File: src/rtl/mfc_pkg.sv
package mfc_pkg;
  typedef enum logic [1:0] {
    FK_NONE = 2'd0,
    FK_PRIV = 2'd1,
    FK_PROT = 2'd2,
    FK_MISS = 2'd3
  } fault_kind_e;

  typedef enum logic [1:0] {
    CT_PRIMARY   = 2'd0,
    CT_SECONDARY = 2'd1,
    CT_NUCLEUS   = 2'd2
  } ctx_type_e;

  localparam int unsigned STAT_W   = 14;
  localparam int unsigned ST_VALID = 0;
  localparam int unsigned ST_OVF   = 1;
  localparam int unsigned ST_WRITE = 2;
  localparam int unsigned ST_PRIV  = 3;
  localparam int unsigned ST_CT_LO = 4;
  localparam int unsigned ST_FT_LO = 7;

  localparam int unsigned SIDE_DATA  = 0;
  localparam int unsigned SIDE_FETCH = 1;
  localparam int unsigned N_SIDES    = 2;
endpackage

File: src/rtl/mfc_perm_check.sv
module mfc_perm_check
  import mfc_pkg::*;
(
  input  logic        acc_valid_i,
  input  logic        is_fetch_i,
  input  logic        is_store_i,
  input  logic        user_i,
  input  logic        hit_i,
  input  logic        pte_priv_i,
  input  logic        pte_write_i,
  output fault_kind_e kind_o
);
  // privilege check first; write check is data-only
  always_comb begin
    kind_o = FK_NONE;
    if (acc_valid_i) begin
      if (!hit_i)                                   kind_o = FK_MISS;
      else if (pte_priv_i && user_i)                kind_o = FK_PRIV;
      else if (!is_fetch_i && is_store_i && !pte_write_i) kind_o = FK_PROT;
    end
  end
endmodule

File: src/rtl/mfc_ctx_select.sv
module mfc_ctx_select
  import mfc_pkg::*;
#(
  parameter int unsigned CTX_W = 13,
  parameter int unsigned TL_W  = 3
) (
  input  logic             is_fetch_i,
  input  logic [1:0]       ctx_sel_i,
  input  logic [TL_W-1:0]  trap_level_i,
  input  logic [CTX_W-1:0] ctx_id_i,
  output logic [1:0]       ctx_type_o,
  output logic [CTX_W-1:0] ctx_eff_o
);
  ctx_type_e ct;

  always_comb begin
    if (is_fetch_i) begin
      ct = (trap_level_i != '0) ? CT_NUCLEUS : CT_PRIMARY;
    end else begin
      unique case (ctx_sel_i)
        2'd0:    ct = CT_PRIMARY;
        2'd1:    ct = CT_SECONDARY;
        default: ct = CT_NUCLEUS;
      endcase
    end
  end

  assign ctx_type_o = ct;
  assign ctx_eff_o  = (ct == CT_NUCLEUS) ? '0 : ctx_id_i;
endmodule

File: src/rtl/mfc_status_reg.sv
module mfc_status_reg
  import mfc_pkg::*;
#(
  parameter bit FETCH_SIDE = 1'b0
) (
  input  logic              clk_i,
  input  logic              rst_ni,
  input  logic              capture_i,
  input  logic              rd_i,
  input  logic              store_i,
  input  logic              priv_state_i,
  input  logic              priv_fault_i,
  input  logic [1:0]        ctx_type_i,
  output logic [STAT_W-1:0] stat_o
);
  logic [STAT_W-1:0] stat_q, stat_d, rec;

  always_comb begin
    rec                  = '0;
    rec[ST_VALID]        = 1'b1;
    // a read in the same cycle retires the old record
    rec[ST_OVF]          = stat_q[ST_VALID] & ~rd_i;
    rec[ST_WRITE]        = FETCH_SIDE ? 1'b0 : store_i;
    rec[ST_PRIV]         = priv_state_i;
    rec[ST_CT_LO +: 2]   = ctx_type_i;
    rec[ST_FT_LO]        = priv_fault_i;

    stat_d = stat_q;
    if (capture_i) begin
      stat_d = rec;
    end else if (rd_i) begin
      stat_d[ST_VALID] = 1'b0;
      stat_d[ST_OVF]   = 1'b0;
    end
  end

  always_ff @(posedge clk_i or negedge rst_ni) begin
    if (!rst_ni) stat_q <= '0;
    else         stat_q <= stat_d;
  end

  assign stat_o = stat_q;
endmodule

File: src/rtl/mfc_va_reg.sv
module mfc_va_reg #(
  parameter int unsigned W = 64
) (
  input  logic         clk_i,
  input  logic         rst_ni,
  input  logic         load_i,
  input  logic [W-1:0] d_i,
  output logic [W-1:0] q_o
);
  always_ff @(posedge clk_i or negedge rst_ni) begin
    if (!rst_ni)     q_o <= '0;
    else if (load_i) q_o <= d_i;
  end
endmodule

File: src/rtl/mmu_fault_capture.sv
module mmu_fault_capture
  import mfc_pkg::*;
#(
  parameter int unsigned VA_W  = 64,
  parameter int unsigned CTX_W = 13,
  parameter int unsigned TL_W  = 3
) (
  input  logic              clk_i,
  input  logic              rst_ni,
  input  logic              acc_valid_i,
  input  logic              acc_fetch_i,
  input  logic              acc_store_i,
  input  logic [1:0]        ctx_sel_i,
  input  logic              user_mode_i,
  input  logic              priv_state_i,
  input  logic [TL_W-1:0]   trap_level_i,
  input  logic              hit_i,
  input  logic              pte_priv_i,
  input  logic              pte_write_i,
  input  logic [VA_W-1:0]   vaddr_i,
  input  logic [CTX_W-1:0]  ctx_id_i,
  input  logic              dstat_rd_i,
  input  logic              istat_rd_i,
  output logic [1:0]        fault_kind_o,
  output logic [STAT_W-1:0] dstat_o,
  output logic [VA_W-1:0]   dfar_o,
  output logic [VA_W-1:0]   dtag_o,
  output logic [STAT_W-1:0] istat_o,
  output logic [VA_W-1:0]   itag_o
);
  fault_kind_e      kind;
  logic [1:0]       ctx_type;
  logic [CTX_W-1:0] ctx_eff;
  logic             is_fault, is_miss;
  logic [VA_W-1:0]  tag_val;
  logic [STAT_W-1:0] stat_w [N_SIDES];
  logic [VA_W-1:0]   tag_w  [N_SIDES];

  mfc_perm_check u_perm (
    .acc_valid_i (acc_valid_i),
    .is_fetch_i  (acc_fetch_i),
    .is_store_i  (acc_store_i),
    .user_i      (user_mode_i),
    .hit_i       (hit_i),
    .pte_priv_i  (pte_priv_i),
    .pte_write_i (pte_write_i),
    .kind_o      (kind)
  );

  mfc_ctx_select #(.CTX_W(CTX_W), .TL_W(TL_W)) u_ctx (
    .is_fetch_i   (acc_fetch_i),
    .ctx_sel_i    (ctx_sel_i),
    .trap_level_i (trap_level_i),
    .ctx_id_i     (ctx_id_i),
    .ctx_type_o   (ctx_type),
    .ctx_eff_o    (ctx_eff)
  );

  assign is_fault = (kind == FK_PRIV) || (kind == FK_PROT);
  assign is_miss  = (kind == FK_MISS);
  assign tag_val  = {vaddr_i[VA_W-1:CTX_W], ctx_eff};

  for (genvar s = 0; s < N_SIDES; s++) begin : g_side
    logic on_side;
    assign on_side = (s == SIDE_FETCH) ? acc_fetch_i : ~acc_fetch_i;

    mfc_status_reg #(.FETCH_SIDE(s == SIDE_FETCH)) u_stat (
      .clk_i        (clk_i),
      .rst_ni       (rst_ni),
      .capture_i    (on_side & is_fault),
      .rd_i         ((s == SIDE_FETCH) ? istat_rd_i : dstat_rd_i),
      .store_i      (acc_store_i),
      .priv_state_i (priv_state_i),
      .priv_fault_i (kind == FK_PRIV),
      .ctx_type_i   (ctx_type),
      .stat_o       (stat_w[s])
    );

    mfc_va_reg #(.W(VA_W)) u_tag (
      .clk_i  (clk_i),
      .rst_ni (rst_ni),
      .load_i (on_side & (is_fault | is_miss)),
      .d_i    (tag_val),
      .q_o    (tag_w[s])
    );
  end

  mfc_va_reg #(.W(VA_W)) u_far (
    .clk_i  (clk_i),
    .rst_ni (rst_ni),
    .load_i (~acc_fetch_i & is_fault),
    .d_i    (vaddr_i),
    .q_o    (dfar_o)
  );

  assign fault_kind_o = kind;
  assign dstat_o      = stat_w[SIDE_DATA];
  assign istat_o      = stat_w[SIDE_FETCH];
  assign dtag_o       = tag_w[SIDE_DATA];
  assign itag_o       = tag_w[SIDE_FETCH];
endmodule

File: config.mk
export PLATFORM = sky130hd
export DESIGN_NAME = mmu_fault_capture
export DESIGN_NICKNAME = d
export VERILOG_FILES = /design/src/rtl/mfc_pkg.sv /design/src/rtl/mfc_perm_check.sv /design/src/rtl/mfc_ctx_select.sv /design/src/rtl/mfc_status_reg.sv /design/src/rtl/mfc_va_reg.sv /design/src/rtl/mmu_fault_capture.sv
export SDC_FILE = /design/constraint.sdc
export NUM_CORES = 1
export LEC_CHECK = 0
export ABC_AREA = 1
export BUFFER_PORTS_ARGS = -buffer_cell sky130_fd_sc_hd__clkbuf_2
export CAP_MARGIN = 20
export CORE_UTILIZATION = 35
export CTS_CLUSTER_SIZE = 14
export DETAILED_ROUTE_END_ITERATION = 6
export PLACE_DENSITY = 0.67
export SKIP_CTS_REPAIR_TIMING = 1
export SYNTH_ARGS = -nofsm -noshare
export SYNTH_HDL_FRONTEND = slang
export SYNTH_HIERARCHICAL = 1
export SYNTH_SLANG_ARGS = --single-unit
File: constraint.sdc
create_clock -name clk_i -period 0.9 [get_ports clk_i]
set_clock_uncertainty 0.2 [all_clocks]
set_input_delay 0.09 -clock clk_i [delete_from_list [all_inputs] [get_ports clk_i]]
set_output_delay 0.09 -clock clk_i [all_outputs]
set_load 0.02 [all_outputs]
==> flow_metrics.env <==
export IMPL_status="finished, violations left"
export IMPL_violations="hold timing, setup timing"
export IMPL_critical_path_top_delay_family="flip-flops"
export IMPL_cpPeakStageDelay_ns=0.44
export IMPL_p_seq_share_pct=37.6
export IMPL_drc=0
export IMPL_drive_above_1_share_pct=38.16
export IMPL_grt_pass1_vias=6928
export IMPL_dp_hpwl_mm=16.43
export IMPL_synth_area_leader_cell="dfrtp_1"
export IMPL_fp_dieH_um=155.9
export IMPL_endpoint_kind="primary output"
export IMPL_required_ns=0.61
export IMPL_crit_type="flip-flop to primary output"
export IMPL_ys_seq_area_share_pct=61.90
export IMPL_clkLatencyLatePin_ns=0.50
export IMPL_grt_use_total_pct=19.16
export IMPL_antenna_found_initial=1
export IMPL_core_area_um2=22920
export IMPL_switching_share_pct=32.88
export IMPL_rsz0062_at_grt="true"
export IMPL_leakagePower_nw=7.973
export IMPL_fin_ws_ns=-0.5110
export IMPL_cellInternalPower_mw=21.69
export IMPL_hold_viol_final=222
export IMPL_peakVddDrop_v=0.001337
export IMPL_syn_area_per_cell_um2=8.817
export IMPL_startpoint_type="flip-flop"
export IMPL_vias_per_cell=4.755
export IMPL_num_nets_final=1537
export IMPL_critical_path_arrival_ns=1.12
export IMPL_drt_pass1_iterations=5
export IMPL_path_buf_inv=1
export IMPL_clockRootBuffer="clkbuf_16"
export IMPL_cp_max_fo=2
export IMPL_clock_power_share_pct=28.9
export IMPL_overflow=0
export IMPL_ys_warn_count=6
export IMPL_synth_area_um2=8288
export IMPL_synth_top_cells_by_area="dfrtp_1 62%, nand2_1 28%, clkbuf_8 3.0%"
export IMPL_cts_tree="yes"
export IMPL_io_pins=316
export IMPL_hold_ws_ns=-0.6017
export IMPL_synthDistinctLibCells=19
export IMPL_grt_first_pass_wirelength_mm=36.75
export IMPL_drt_wl_total_mm=34.12
export IMPL_wl_per_cell_um=19.27
export IMPL_path_cells="buf_6"
export IMPL_place_gp_congestion=0.8057
export IMPL_use_met3_pct=5.139
export IMPL_synth_top_area_share_pct=61.90
export IMPL_rr_startpoint="g_side[0].u_tag/q_o[23]$_DFFE_PN0P_"
export IMPL_initialDrtViolationCount=527
export IMPL_cts_buffer_depth=3
export IMPL_area_growth_syn_to_layout_pct=76.33
export IMPL_min_period_over_period_pct=156.8
export IMPL_fillCellCount=1697
export IMPL_p_total_mw=32.31
export IMPL_crit_start="u_far/q_o[49]$_DFFE_PN0P_"
export IMPL_cts_sinks=205
export IMPL_htreeDepth=1
export IMPL_grt_max_degree=41
export IMPL_power_switching_mw=10.62
export IMPL_maxCapViolCount=0
export IMPL_die_w_um=155.9
export IMPL_grtUsageMet2_pct=33.01
export IMPL_initial_core_util_pct=36.17
export IMPL_path_clk_slew_ns=0.06
export IMPL_num_rows=55
export IMPL_tns_ns=-159.84
export IMPL_slowest_stage="dfrtp_1"
export IMPL_ant_nets=0
export IMPL_timing_hold_worst_class="input port to async pin"
export IMPL_vias=8416
export IMPL_grt_most_used_layer="met2"
export IMPL_syn_inst=940
export IMPL_io_buffers=300
export IMPL_die_area_um2=24300
export IMPL_max_freq_ghz=0.7087
export IMPL_setup_viol=412
export IMPL_yosys_register_bits=205
export IMPL_fin_crit_ns=1.411
export IMPL_drv_slew=0
export IMPL_pwr_share_comb_pct=33.5
export IMPL_diodes=0
export IMPL_grt_util_met1_pct=23.60
export IMPL_numCtsBuffers=23
export IMPL_p_per_area_nw_per_um2=2211
[kinds of logic after synthesis]
| kind of cell | after synthesis | synth area share (%) |
|---|---|---|
| flops | 205 | 61.90 |
| fa+ha+maj | 2 | 0.3019 |
| simple gates | 628 | 28.68 |
| buf+inv | 88 | 7.669 |
| compound gates | 15 | 1.359 |
| other cells | 2 | 0.09061 |
[through the flow]
step	setup slack (ns)	std cells	util (%)	cell area [um^2]
after floorplan	-0.7599	953	-	8491
after global placement	-0.9442	1547	44.89	10290
after detailed placement	-0.9884	1547	44.89	10290
after CTS	-0.5245	1588	48.16	11040
after global routing	-0.5355	1770	63.77	14610
final	-0.5110	1770	63.77	14610
[sequential cells by signal (all words and copies together), names as in the netlist]
register              flops
g_side.u_tag/q_o        128
u_far/q_o                64
g_side.u_stat/stat_o     13
[layout make-up]
cell class / instances / area, um^2 / area share (%)
clock buffers: 35 / 690.7 / 4.726
clock inverters: 6 / 58.81 / 0.4024
inverters: 30 / 152.6 / 1.045
multi-input cells: 660 / 2840 / 19.43
flip-flops and latches: 205 / 5130 / 35.10
well taps: 313 / 391.6 / 2.680
repair buffers: 521 / 5350 / 36.61
[synthesized netlist by cell type]
cell type and instances:
dfrtp_1 205, buf_12 1, nand3_1 2, nor2_1 7
a21oi_1 5, and2_2 1, nor2_2 2, buf_4 19
buf_2 18, conb_1 2, nand3_2 1, inv_1 24
buf_6 2, nand2_1 614, ha_1 2, or2_1 1
clkbuf_8 18, a21oi_2 10, inv_2 6
[final timing paths]
check | to | slack [ns] | cells after the start
setup / recovery | dfar_o[49] | -0.51 | 1
hold / removal | g_side[1].u_tag/q_o[42]$_DFFE_PN0P_ | -0.60 | 3
setup reg to reg | g_side[0].u_tag/q_o[23]$_DFFE_PN0P_ | -0.15 | 4
hold reg to reg | g_side[1].u_tag/q_o[27]$_DFFE_PN0P_ | 0.30 | 2
max in group asynchronous | u_far/q_o[24]$_DFFE_PN0P_ | 0.61 | 4
min in group clk_i | g_side[1].u_stat/stat_o[4]$_DFFE_PN0P_ | -0.13 | 5
[cells in the final DEF, fill, tap and decap left out, types with 4 or more instances in the layout]
cell and n:
nand2_1 563, buf_6 211, dfrtp_1 205, clkbuf_2 92
buf_4 89, dlygate4sd3_1 82, clkbuf_16 42, nand2_2 36
buf_12 21, inv_1 19, conb_1 15, nand2_4 15
a21oi_2 9, clkbuf_8 8, inv_2 5, clkbuf_1 5
nor2_4 4, clkinv_2 4, buf_8 4, nor2_1 4
a21oi_1 4
[power by group through the flow]
stage               logic [mW]  registers, mW  clock network, mW
finish                    10.8           12.1               9.34
global route              11.4           12.3               9.79
CTS                       6.82           11.7               9.43
detailed placement        6.82           11.8                  0
global placement          6.69           11.8                  0
floorplan                 2.05           13.7                  0
[per-layer routing]
metal / share of wire (%) / wire [um] / up-vias
li1: - / - / 3790
met1: 37 / 12520 / 4103
met2: 51 / 17290 / 417
met3: 8.0 / 2713 / 104
met4: 4.6 / 1579 / 2
met5: 0.032 / 11 / -
(Power assumes the default switching activity.)
